**src/rtl/ble_pkg.sv**
```systemverilog
package ble_pkg;
    typedef enum logic [1:0] {
        SZ_BYTE = 2'b00,
        SZ_HALF = 2'b01,
        SZ_WORD = 2'b10,
        SZ_WIDE = 2'b11
    } acc_size_e;
endpackage

```
**src/rtl/ble_lane_swap.sv**
```systemverilog
module ble_lane_swap #(
    parameter int LANE_W = 8,
    parameter int NLANES = 4
) (
    input  logic                     flip,
    input  logic [LANE_W*NLANES-1:0] din,
    output logic [LANE_W*NLANES-1:0] dout
);
    localparam int W = LANE_W * NLANES;

    logic [W-1:0] rev;

    // Lane i of the reversed word takes lane NLANES-1-i of the input.
    for (genvar i = 0; i < NLANES; i++) begin : g_lane
        assign rev[i*LANE_W +: LANE_W] = din[(NLANES-1-i)*LANE_W +: LANE_W];
    end

    assign dout = flip ? rev : din;
endmodule

```
**src/rtl/ble_load_extract.sv**
```systemverilog
module ble_load_extract
    import ble_pkg::*;
#(
    parameter int LANE_W = 8,
    parameter int NLANES = 4
) (
    input  logic [LANE_W*NLANES-1:0]  din,
    input  logic [$clog2(NLANES)-1:0] lane,
    input  acc_size_e                 sz,
    input  logic                      sext,
    output logic [LANE_W*NLANES-1:0]  dout
);
    localparam int W  = LANE_W * NLANES;
    localparam int AW = $clog2(NLANES);
    localparam int HW = 2 * LANE_W;

    logic [LANE_W-1:0] byte_v;
    logic [HW-1:0]     half_v;
    logic [AW-2:0]     hsel;

    assign hsel = lane[AW-1:1];

    always_comb begin
        byte_v = din[lane*LANE_W +: LANE_W];
        half_v = din[hsel*HW +: HW];
        unique case (sz)
            SZ_BYTE: dout = {{(W-LANE_W){sext & byte_v[LANE_W-1]}}, byte_v};
            SZ_HALF: dout = {{(W-HW){sext & half_v[HW-1]}}, half_v};
            default: dout = din;
        endcase
    end
endmodule

```
**src/rtl/ble_store_place.sv**
```systemverilog
module ble_store_place
    import ble_pkg::*;
#(
    parameter int LANE_W = 8,
    parameter int NLANES = 4
) (
    input  logic [LANE_W*NLANES-1:0]  src,
    input  logic [$clog2(NLANES)-1:0] lane,
    input  acc_size_e                 sz,
    output logic [LANE_W*NLANES-1:0]  dout,
    output logic [NLANES-1:0]         strb
);
    localparam int AW = $clog2(NLANES);
    localparam int HW = 2 * LANE_W;
    localparam logic [NLANES-1:0] S_ONE  = {{(NLANES-1){1'b0}}, 1'b1};
    localparam logic [NLANES-1:0] S_PAIR = {{(NLANES-2){1'b0}}, 2'b11};

    logic [AW-2:0] hsel;

    assign hsel = lane[AW-1:1];

    always_comb begin
        unique case (sz)
            SZ_BYTE: begin
                dout = {NLANES{src[LANE_W-1:0]}};
                strb = S_ONE << lane;
            end
            SZ_HALF: begin
                dout = {(NLANES/2){src[HW-1:0]}};
                strb = S_PAIR << {hsel, 1'b0};
            end
            default: begin
                dout = src;
                strb = '1;
            end
        endcase
    end
endmodule

```
**src/rtl/ble_lane_aligner.sv**
```systemverilog
module ble_lane_aligner
    import ble_pkg::*;
#(
    parameter int LANE_W  = 8,
    parameter int NLANES  = 4,
    parameter bit REG_OUT = 1'b1
) (
    input  logic                      clk,
    input  logic                      rst_n,
    input  logic [$clog2(NLANES)-1:0] addr,
    input  logic [1:0]                size,
    input  logic                      is_signed,
    input  logic                      is_store,
    input  logic                      cpu_be,
    input  logic                      bus_be,
    input  logic [LANE_W*NLANES-1:0]  mem_rdata,
    input  logic [LANE_W*NLANES-1:0]  reg_wdata,
    output logic [LANE_W*NLANES-1:0]  load_result,
    output logic [LANE_W*NLANES-1:0]  mem_wdata,
    output logic [NLANES-1:0]         byte_en,
    output logic                      misalign
);
    localparam int W  = LANE_W * NLANES;
    localparam int AW = $clog2(NLANES);
    localparam logic [AW-1:0] K_BYTE = AW'(NLANES - 1);
    localparam logic [AW-1:0] K_HALF = AW'(NLANES - 2);

    acc_size_e         sz;
    logic              flip;
    logic [AW-1:0]     lane;
    logic              mis_c;
    logic [W-1:0]      rd_sw, ext_v, wr_pos, wr_sw, res_c, wd_c;
    logic [NLANES-1:0] st_pos, st_sw, be_c;

    assign sz   = acc_size_e'(size);
    assign flip = cpu_be ^ bus_be;

    // Sub-word address remap by core byte order; words pass untouched.
    always_comb begin
        unique case (sz)
            SZ_BYTE: begin
                lane  = addr ^ (cpu_be ? K_BYTE : '0);
                mis_c = 1'b0;
            end
            SZ_HALF: begin
                lane  = addr ^ (cpu_be ? K_HALF : '0);
                mis_c = addr[0];
            end
            default: begin
                lane  = addr;
                mis_c = |addr;
            end
        endcase
    end

    // Load path: lane reversal before extraction.
    ble_lane_swap #(.LANE_W(LANE_W), .NLANES(NLANES)) u_rd_swap (
        .flip (flip),
        .din  (mem_rdata),
        .dout (rd_sw)
    );

    ble_load_extract #(.LANE_W(LANE_W), .NLANES(NLANES)) u_extract (
        .din  (rd_sw),
        .lane (lane),
        .sz   (sz),
        .sext (is_signed),
        .dout (ext_v)
    );

    // Store path: positioning first, lane reversal after.
    ble_store_place #(.LANE_W(LANE_W), .NLANES(NLANES)) u_place (
        .src  (reg_wdata),
        .lane (lane),
        .sz   (sz),
        .dout (wr_pos),
        .strb (st_pos)
    );

    ble_lane_swap #(.LANE_W(LANE_W), .NLANES(NLANES)) u_wr_swap (
        .flip (flip),
        .din  (wr_pos),
        .dout (wr_sw)
    );

    ble_lane_swap #(.LANE_W(1), .NLANES(NLANES)) u_be_swap (
        .flip (flip),
        .din  (st_pos),
        .dout (st_sw)
    );

    always_comb begin
        res_c = (is_store || mis_c) ? '0 : ext_v;
        wd_c  = (is_store && !mis_c) ? wr_sw : '0;
        be_c  = (is_store && !mis_c) ? st_sw : '0;
    end

    if (REG_OUT) begin : g_reg
        always_ff @(posedge clk or negedge rst_n) begin
            if (!rst_n) begin
                load_result <= '0;
                mem_wdata   <= '0;
                byte_en     <= '0;
                misalign    <= 1'b0;
            end else begin
                load_result <= res_c;
                mem_wdata   <= wd_c;
                byte_en     <= be_c;
                misalign    <= mis_c;
            end
        end
    end else begin : g_comb
        assign load_result = res_c;
        assign mem_wdata   = wd_c;
        assign byte_en     = be_c;
        assign misalign    = mis_c;
    end
endmodule

```
**config.mk**
```make
export PLATFORM = sky130hd
export DESIGN_NAME = ble_lane_aligner
export DESIGN_NICKNAME = d
export VERILOG_FILES = /design/src/rtl/ble_pkg.sv /design/src/rtl/ble_lane_swap.sv /design/src/rtl/ble_load_extract.sv /design/src/rtl/ble_store_place.sv /design/src/rtl/ble_lane_aligner.sv
export SDC_FILE = /design/constraint.sdc
export NUM_CORES = 1
export LEC_CHECK = 0
export ABC_CLOCK_PERIOD_IN_PS = 800
export BUFFER_PORTS_ARGS = -buffer_cell sky130_fd_sc_hd__buf_4
export CAP_MARGIN = 40
export CORE_ASPECT_RATIO = 0.75
export CORE_UTILIZATION = 32
export CTS_CLUSTER_DIAMETER = 200
export DETAILED_ROUTE_END_ITERATION = 8
export PLACE_DENSITY_LB_ADDON = 0.12
export SYNTH_ARGS = -nofsm -noshare
export SYNTH_HDL_FRONTEND = slang
export SYNTH_SLANG_ARGS = --single-unit
```
**constraint.sdc**
```tcl
create_clock -name clk -period 0.8 [get_ports clk]
set_input_delay 0.12 -clock clk [delete_from_list [all_inputs] [get_ports clk]]
set_output_delay 0.12 -clock clk [all_outputs]
set_load 0.05 [all_outputs]
```
==> results of run 1 <==
sequential cells by signal, summed over array words and instances, names as in the netlist:
name / count
byte_en: 4
load_result: 32
mem_wdata: 32
misalign: 1
layout make-up:
class	instances	area [sq um]	area share [%]
Multi-Input combinational cell	349	2980	36.4
Sequential cell	69	1730	21.1
Tap cell	175	219	2.68
Inverter	5	22.5	0.275
Clock inverter	6	134	1.64
Timing Repair Buffer	277	2860	35.0
Clock buffer	10	239	2.92
metal layers:
layer | share of wire (%) | vias to the layer above | track usage, %
met3 | 5.1 | 16 | 5.04
met4 | 0.73 | 0 | 5.40
met2 | 47 | 149 | 38.7
met5 | 0 | - | 0
li1 | - | 2244 | -
met1 | 48 | 2352 | 35.6
power by group:
| group | switching, uW | internal, uW |
|---|---|---|
| combinational | 2780 | 2410 |
| clock | 1630 | 3450 |
| sequential | 121 | 3720 |
metrics by stage:
step	TNS [ps]	cell area [sq um]	utilization [%]	hold slack, ps
after floorplan	-32400	4710	-	-176
after detailed placement	-50500	6490	47.2	-16.4
after global placement	-48120	6490	47.2	-20.4
after CTS	-35120	7910	57.5	130
after global routing	-40480	8180	59.5	133
final	-35320	8180	59.5	125
cells by family (layout without fill, tap and decap cells):
family / count (synthesis) / after routing / share of synthesized area [%]
DFF: 69 / 69 / 38.3
and+or+nand+nor: 120 / 120 / 12.0
muxes: 82 / 82 / 18.6
buffers and inverters: 53 / 298 / 6.11
AOI/OAI and AO/OA: 143 / 143 / 23.7
xor gates and xnor gates: 4 / 4 / 1.36
worst paths after layout:
kind | startpoint | endpoint | slack [ps] | cells past startpoint
hold / removal | mem_rdata[13] | load_result[21] | 130 | 3
min in group asynchronous | rst_n | mem_wdata[18] | 160 | 2
max in group asynchronous | rst_n | load_result[22] | 220 | 3
setup / recovery | cpu_be | load_result[15] | -530 | 7
cell usage in the layout, fill, tap and decap left out, types with 3 or more instances in the layout:
cell,instances
o221ai_1,5
mux2_2,11
buf_16,6
o21ai_1,5
a32o_1,5
o21a_1,18
inv_1,4
a221oi_2,5
a211oi_2,13
nand3_1,4
buf_4,153
buf_8,5
nand2_4,3
mux2i_2,8
nand2_1,31
a21oi_1,12
clkbuf_16,9
nor3_1,8
bufinv_16,4
mux2i_1,62
o211ai_1,3
nor2_2,7
nor3_2,3
a211oi_1,5
nor2_4,4
buf_6,90
o21ai_0,10
a221oi_4,3
o22ai_1,14
nor2_1,38
a21oi_2,10
o22a_1,9
dfrtp_1,69
buf_12,19
o221ai_2,11
worst max-delay path, stage by stage:
cell and delay (ps):
buf_12 110, xnor2_4 230, mux2i_2 130, o2111ai_2 270, nand4_4 190, buf_12 210, a221oi_4 290
what timing repair did:
action	CTS	global route
buffers inserted	21	8
pin swaps	26	25
cloned	9	1
hold buffers	1	0
setup endpoints to repair	136	136
endpoints found under the hold margin	69	0
gates resized for setup	140	61
==> summary.md, run 1 <==
| Metric | Value |
|---|---|
| Drt total wl | `17700 um` |
| Clk buf depth | `2` |
| Worst EP arrival | `1560 ps` |
| Root buffer cell | `clkbuf_16` |
| RSZ-0062 raised after global routing | `true` |
| Setup ws final | `-528 ps` |
| WL/cell | `19.9 um` |
| Layout Cells excl Fill | `891` |
| Post-synth EDFFs | `0` |
| Critical path data required time | `1040 ps` |
| Yosys top cell area share | `38.3%` |
| Final Power | `14100 uW` |
| CTS tree | `yes` |
| CTS HTree Levels | `3` |
| Synthesized area | `0.00451 sq mm` |
| CP endpoint kind | `flip-flop` |
| Initial Util | `32.8%` |
| HPWL Detailed | `11600 um` |
| Syn-to-layout area delta | `81.5%` |
| Synth unique cells | `just over 50` |
| CTS buffer count | `9` |
| DR vias/cell | `between 5 and 6` |
| Fin. max-slew vios | `0` |
| Pre-Repair DR Iteration Count | `9` |
| Die Ht | `105 um` |
| DR DRC count | `8` |
| Core area | `0.0137 sq mm` |
| Hold Violations, Final | `0` |
| Share of layout cells above drive strength 1 | `55.2%` |
| FF+latch count, synth | `69` |
| PwrDens | `~1700 mW/mm^2` |
| Crit path launch type | `primary input` |
| Commonest cells post-synth | `mux2i_1 (70), dfrtp_1 (69), nor2_1 (49)` |
| Ys flop type | `dfrtp_1` |
| Worst Path Max Fanout | `12` |
| Maximum clock frequency | `753 MHz` |
| Ant diodes | `0` |
| ANT nets after route | `0` |
| Die Wd | `139 um` |
| Max-cap violations | `0` |
| Placed Instances | `838` |
| Place WS | `-1050 ps` |
| Peak VDD IR | `0.00120 V` |
| Num Clock Sinks | `69` |
| Port-buffer cells | `around 140` |
| Fin crit share | `166%` |
| Synth area leader | `dfrtp_1` |
| Post-synthesis sequential area ratio | `between 30% and 40%` |
| # rows | `37` |
| Initial antenna violation count | `0` |
| Die ar. | `about 0.015 sq mm` |
| Top-Level Pins | `143` |
| Synthesis Warnings | `0` |
| First DRT Iteration DRCs | `314` |
| Vias | `4761` |
| Critical path class | `primary input to flip-flop` |
| Max-slew headroom | `between 60% and 70%` |
| Fin nets | `approximately 790` |
| Synth top area cells | `dfrtp_1 (38%), mux2i_1 (16%), nor2_1 (4.1%)` |
| First-pass GRT wire length | `around 28000 um` |
| Cell with the most instances after synthesis | `mux2i_1` |
| Status | `complete, but fails checks` |
| GPL Wtd Cong | `~0.85` |
| Avg Inst Size Synth | `9.57 sq um` |
| Failing checks | `DRC, setup timing` |
| Vias in the first global route | `~4900` |
| Ys async rst share | `100%` |
| HP Class | `primary input to flip-flop` |
| Syn_nets | `roughly 550` |
| Min cycle time layout | `1330 ps` |
| Clk pin slew, worst setup/hold paths | `~60 ps` |
| Largest net degree at the start of global routing | `31` |
| Final setup violation count | `135` |
| Total grt overflow | `0` |
| Fillers | `between 1000 and 1500` |
| Worst slew pin tran | `500 ps` |
| Mapped Cells | `between 400 and 500` |
| Leakage power | `roughly 0.0038 uW` |
| Overall routing resource usage | `25.0%` |
(Power assumes the default switching activity.)
==> run 2, diff against run 1 <==
- SETUP_SLACK_MARGIN: default -> 0.3
==> run 2 against run 1 <==
The flow finishes with violations (DRC, hold timing, setup timing). Global-route usage shrank 1.1 points. Cell area grew 4.4%. First-iteration DRC count grew 14%. Maximum frequency shrank 3.2%. Largest power group unchanged. Highest routed layer unchanged.
==> summary.md, run 2 (synthesis results as in run 1) <==
| Metric | Value |
|---|---|
| Status | `complete, but fails checks` |
| Failing checks | `DRC, hold timing, setup timing` |
| Post-DP Area | `0.00663 sq mm (+2.2%)` |
| Critical path class | `primary input to flip-flop` |
| Hold WS | `-255 ps (-381 ps)` |
| Comb power frac | `40.8% (+4.0 points)` |
| WL/cell | `19.6 um (-1.3%)` |
| Clk pin slew, worst setup/hold paths | `60 ps (about the same)` |
| Port-buffer cells | `142 (unchanged)` |
| Sw frac | `34.7% (+2.6 points)` |
| Ant diodes | `0 (unchanged)` |
| Maximum clock frequency | `729 MHz (-3.2%)` |
| Num Clock Sinks | `69 (unchanged)` |
| Die Ht | `105 um (unchanged)` |
| Max-cap violations | `0 (unchanged)` |
| Critical Path Start | `bus_be` |
| CTS tree | `yes` |
| Core area | `0.0137 sq mm (unchanged)` |
| Share of layout cells above drive strength 1 | `67.4% (+12 points)` |
| # rows | `37 (unchanged)` |
| Root buffer cell | `clkbuf_16` |
| HPWL Detailed | `11800 um (+1.9%)` |
| Crit path launch type | `primary input` |
| Critical path data required time | `960 ps (-80 ps)` |
| Sw Pwr | `4500 uW (-0.69%)` |
| Die Wd | `139 um (unchanged)` |
| Final core utilization | `62.1% (+2.6 points)` |
| Clk buf depth | `2 (unchanged)` |
| Clock Power Share | `29.3% (-6.7 points)` |
| RSZ-0062 raised after global routing | `true` |
| Vias | `4954 (+4.1%)` |
| Total grt overflow | `0 (unchanged)` |
| Fin. max-slew vios | `0 (unchanged)` |
| Worst Path Max Fanout | `6 (-6)` |
| GPL Wtd Cong | `0.864 (+1.9%)` |
| Register share of total power | `29.9% (+2.7 points)` |
| PwrDens | `1520 mW/mm^2 (-12%)` |
| Most common cell after layout, fill and taps aside | `buf_4` |
| Pre-Repair DR Iteration Count | `7 (-2)` |
| Final setup violation count | `137 (+1.5%)` |
| Overall routing resource usage | `23.8% (-1.1 points)` |
| Pint | `8450 uW (-12%)` |
| First-pass GRT wire length | `26900 um (-2.4%)` |
| Placed Instances | `852 (+1.7%)` |
| Layout Cells excl Fill | `911 (+2.2%)` |
| Syn-to-layout area delta | `89.5%` |
| DR DRC count | `7 (-1)` |
| Vias in the first global route | `4725 (-2.9%)` |
| Largest net degree at the start of global routing | `39 (+26%)` |
| Setup ws final | `-572 ps (-44.0 ps)` |
| CTS HTree Levels | `3 (unchanged)` |
| Fin crit share | `172% (+5.5 points)` |
| Top-Level Pins | `143 (unchanged)` |
| Worst slew pin tran | `497 ps (-3.57 ps)` |
| CTS buffer count | `9 (unchanged)` |
| First DRT Iteration DRCs | `359 (+14%)` |
| CP endpoint kind | `flip-flop` |
| Min cycle time layout | `1370 ps (+44.0 ps)` |
| Peak VDD IR | `0.00129 V (+8.0%)` |
| ANT nets after route | `0 (unchanged)` |
| Worst EP arrival | `1530 ps (-30 ps)` |
| Top flop regs | `load_result (32), mem_wdata (32), byte_en (4)` |
| Fin area | `0.00854 sq mm (+4.4%)` |
| Die ar. | `0.0146 sq mm (unchanged)` |
| Fin nets | `806 (+2.7%)` |
| Initial antenna violation count | `0 (unchanged)` |
| Max-slew headroom | `66.9% (+0.32 points)` |
| Final Power | `13000 uW (-8.1%)` |
| Hold Violations, Final | `69 (+69)` |
| Most frequent cells in the layout | `buf_4 (163), buf_6 (97), dfrtp_2 (62)` |
| Leakage power | `0.00377 uW (-0.66%)` |
| HP Class | `primary input to async pin` |
| Setup_tns | `-38460 ps (-3140 ps)` |
| Initial Util | `32.8% (unchanged)` |
| DR vias/cell | `5.44 (+1.8%)` |
| Drt total wl | `17900 um (+0.90%)` |
==> run 2: metal layers <==
| metal | vias to the layer above | share of wire, % | global-route usage, % |
|---|---|---|---|
| met5 | - | 0 | 0 |
| met4 | 0 | 1.2 | 5.87 |
| met3 | 21 | 5.9 | 4.81 |
| met2 | 184 | 44 | 35.4 |
| met1 | 2463 | 48 | 35.2 |
| li1 | 2286 | - | - |
==> run 2: cell type report <==
class,instances,area (sq um)
clock buffer,11,253
clock inverter,4,23.8
fill,1107,5210
inverter,5,22.5
multi-input combinational,349,3140
sequential,69,1800
tap,175,219
timing repair buffer,298,3080
==> run 2: what timing repair did <==
item,CTS,global route
cloned,7,2
endpoints found under the hold margin,69,69
setup endpoints to repair,138,138
pin swaps,26,13
resized for setup,177,92
buffers inserted,22,13
==> run 2: power groups by stage <==
stage          clock network [uW]  registers [uW]  logic [uW]
2_1_floorplan                   0            4690        1640
3_3_place_gp                    0            3890        3980
3_5_place_dp                    0            3890        4010
4_1_cts                      3840            3880        4720
5_1_grt                      4010            3890        5550
6_report                     3790            3870        5290
==> run 2: path summary, 6_finish.rpt <==
check	to	slack (ps)
worst min-delay path	mem_wdata[13]	-260
worst max-delay path	load_result[31]	-570
max in group asynchronous	load_result[24]	820
min in group clk	load_result[27]	170
==> run 2: critical path: stages <==
cell and delay [ps]:
buf_12 120, xnor2_4 260, buf_4 190, nand3_1 100
o211ai_2 110, nand4_4 180, o221ai_1 460
==> run 2: through the flow <==
| stage | hold WS (ps) | worst slack (ps) |
|---|---|---|
| floorplan | -176 | -626 |
| global placement | 105 | -843 |
| detailed placement | 108 | -896 |
| finish | -255 | -572 |
| CTS | -247 | -466 |
| global route | -242 | -587 |
==> run 3, diff against run 2 <==
--- a/constraint.sdc
+++ b/constraint.sdc
@@ -3,2 +3,2 @@
 set_output_delay 0.12 -clock clk [all_outputs]
-set_load 0.05 [all_outputs]
+set_load 0.02 [all_outputs]
==> run 3 against run 2 <==
The run still ends with DRC, hold timing, setup timing left. Clock-buffer cell count fell by 1. Maximum frequency grew 2.9%. Via count rose by 0.83%. Final cell count grew 0.99%. Critical path depth increased by 1. Flip-flop and latch count is the same. Largest power group unchanged.
==> summary.md, run 3 (synthesis results as in run 1) <==
| Metric | Value |
|---|---|
| Die Wd | `139 um (unchanged)` |
| Vias | `4995 (+0.83%)` |
| Largest net degree at the start of global routing | `42 (+7.7%)` |
| Leakage power | `0.00406 uW (+7.7%)` |
| CTS buffer count | `9 (unchanged)` |
| Fillers | `1038 (-6.2%)` |
| Layout Cells excl Fill | `920 (+0.99%)` |
| Crit path launch type | `primary input` |
| Num Clock Sinks | `69 (unchanged)` |
| Worst Path Max Fanout | `6 (unchanged)` |
| Share of layout cells above drive strength 1 | `63.0% (-4.4 points)` |
| Worst slew pin tran | `350 ps (-147 ps)` |
| Min cycle time layout | `1330 ps (-38.4 ps)` |
| Initial antenna violation count | `0 (unchanged)` |
| Clk pin slew, worst setup/hold paths | `60 ps (about the same)` |
| Initial Util | `32.8% (unchanged)` |
| CTS tree | `yes` |
| Status | `complete, but fails checks` |
| Overall routing resource usage | `25.5% (+1.6 points)` |
| Die ar. | `0.0146 sq mm (unchanged)` |
| Core area | `0.0137 sq mm (unchanged)` |
| First DRT Iteration DRCs | `356 (-0.84%)` |
| Ant diodes | `0 (unchanged)` |
| Pre-Repair DR Iteration Count | `7 (unchanged)` |
| Root buffer cell | `clkbuf_16` |
| ANT nets after route | `0 (unchanged)` |
| Max-slew headroom | `76.0% (+9.1 points)` |
| Syn-to-layout area delta | `97.8%` |
| Max-cap violations | `0 (unchanged)` |
| GPL Wtd Cong | `0.864 (about the same)` |
| Fin crit share | `167% (-4.8 points)` |
| Critical path class | `primary input to flip-flop` |
| Hold Violations, Final | `69 (unchanged)` |
| Peak VDD IR | `0.00139 V (+7.9%)` |
| Final setup violation count | `137 (unchanged)` |
| Most common cell after layout, fill and taps aside | `buf_4` |
| DR DRC count | `8 (+1)` |
| Fin nets | `814 (+0.99%)` |
| # rows | `37 (unchanged)` |
| Placed Instances | `853 (+0.12%)` |
| Top-Level Pins | `143 (unchanged)` |
| CTS HTree Levels | `3 (unchanged)` |
| Critical Path Start | `cpu_be` |
| Maximum clock frequency | `750 MHz (+2.9%)` |
| Drt total wl | `18800 um (+5.6%)` |
| Vias in the first global route | `4986 (+5.5%)` |
| Top flop regs | `load_result (32), mem_wdata (32), byte_en (4)` |
| Most frequent cells in the layout | `buf_4 (159), buf_6 (95), dfrtp_1 (69)` |
| Worst EP arrival | `1580 ps (+50 ps)` |
| Die Ht | `105 um (unchanged)` |
| Total grt overflow | `0 (unchanged)` |
| Seq. cell area | `0.00173 sq mm (-4.3%)` |
| Clk buf depth | `2 (unchanged)` |
| Fin. max-slew vios | `0 (unchanged)` |
| Setup ws final | `-534 ps (+38.4 ps)` |
| WL/cell | `20.5 um (+4.5%)` |
| RSZ-0062 raised after global routing | `true` |
| Failing checks | `DRC, hold timing, setup timing` |
| HPWL Detailed | `11700 um (-0.91%)` |
| Hold WS | `-259 ps (-3.71 ps)` |
| PwrDens | `1530 mW/mm^2 (+1.1%)` |
| HP Class | `primary input to async pin` |
| Critical path data required time | `1050 ps (+90 ps)` |
| DR vias/cell | `5.43 (-0.16%)` |
| Multi-input gate area | `0.00321 sq mm (+2.4%)` |
| Port-buffer cells | `142 (unchanged)` |
| CP endpoint kind | `flip-flop` |
| First-pass GRT wire length | `28400 um (+5.8%)` |
==> run 3: cell count changes in the layout (fill, tap and decap cells not counted), moves of 5 or more <==
cell / before / now
dfrtp_1: 7 / 69
dfrtp_2: 62 / 0
nand2_1: 34 / 23
nand2_2: 1 / 11
nor2_2: 11 / 21
nor2_1: 29 / 23
buf_16: 6 / 11
nor3_1: 8 / 3
==> run 3: worst paths after layout <==
check | end | slack [ps] | cells past startpoint
setup / recovery | load_result[10] | -530 | 8
hold / removal | mem_wdata[13] | -260 | 2
max in group asynchronous | load_result[26] | 820 | 2
min in group clk | byte_en[0] | 150 | 3
==> run 3: critical path: stages <==
cell,delay (ps)
buf_12,110
xnor2_4,250
mux2i_2,120
o2111ai_2,250
nand4_4,150
buf_12,170
buf_16,140
a221oi_4,250
==> run 3: cell type report <==
cell class	instances	area share, %
multi-input cells	349	36.1
repair buffers	306	38.0
clock buffers	10	2.57
inverters	5	0.253
well taps	175	2.46
clock inverters	6	1.25
flip-flops and latches	69	19.4
==> run 3: power breakdown <==
group	leakage [uW]	switching [uW]	internal, uW
clock network	0.000163	1600	3050
logic	0.00297	2440	2740
registers	0.000928	124	3720
total	0.00406	4160	9510
==> run 3: metal layers <==
metal	part of all wire (%)	vias to the layer above	global-route usage [%]	wire, um
li1	-	2318	-	-
met1	46	2458	36.1	8710
met2	46	190	38.7	8600
met3	6.2	29	4.95	1170
met4	2.0	0	8.33	380
met5	0	-	0	0
==> run 3: what timing repair did <==
action | CTS | global route
gates resized for setup | 221 | 83
cloned | 12 | 4
pin swaps | 41 | 36
endpoints found under the setup margin | 138 | 138
buffers inserted | 29 | 6
hold endpoints to repair | 69 | 69
==> run 3: per-stage QoR <==
stage               instance area, sq um  worst slack, ps  setup TNS [ps]  utilization, %  total power (uW)
detailed placement                  6600             -991          -48500            48.0              7390
finish                              8910             -534          -34120            64.8             13700
global placement                    6600            -1040          -47740            48.0              7360
floorplan                           4710             -626          -32400               -              5770
global route                        8910             -584          -38140            64.8             14100
CTS                                 8430             -476          -31600            61.3             13200
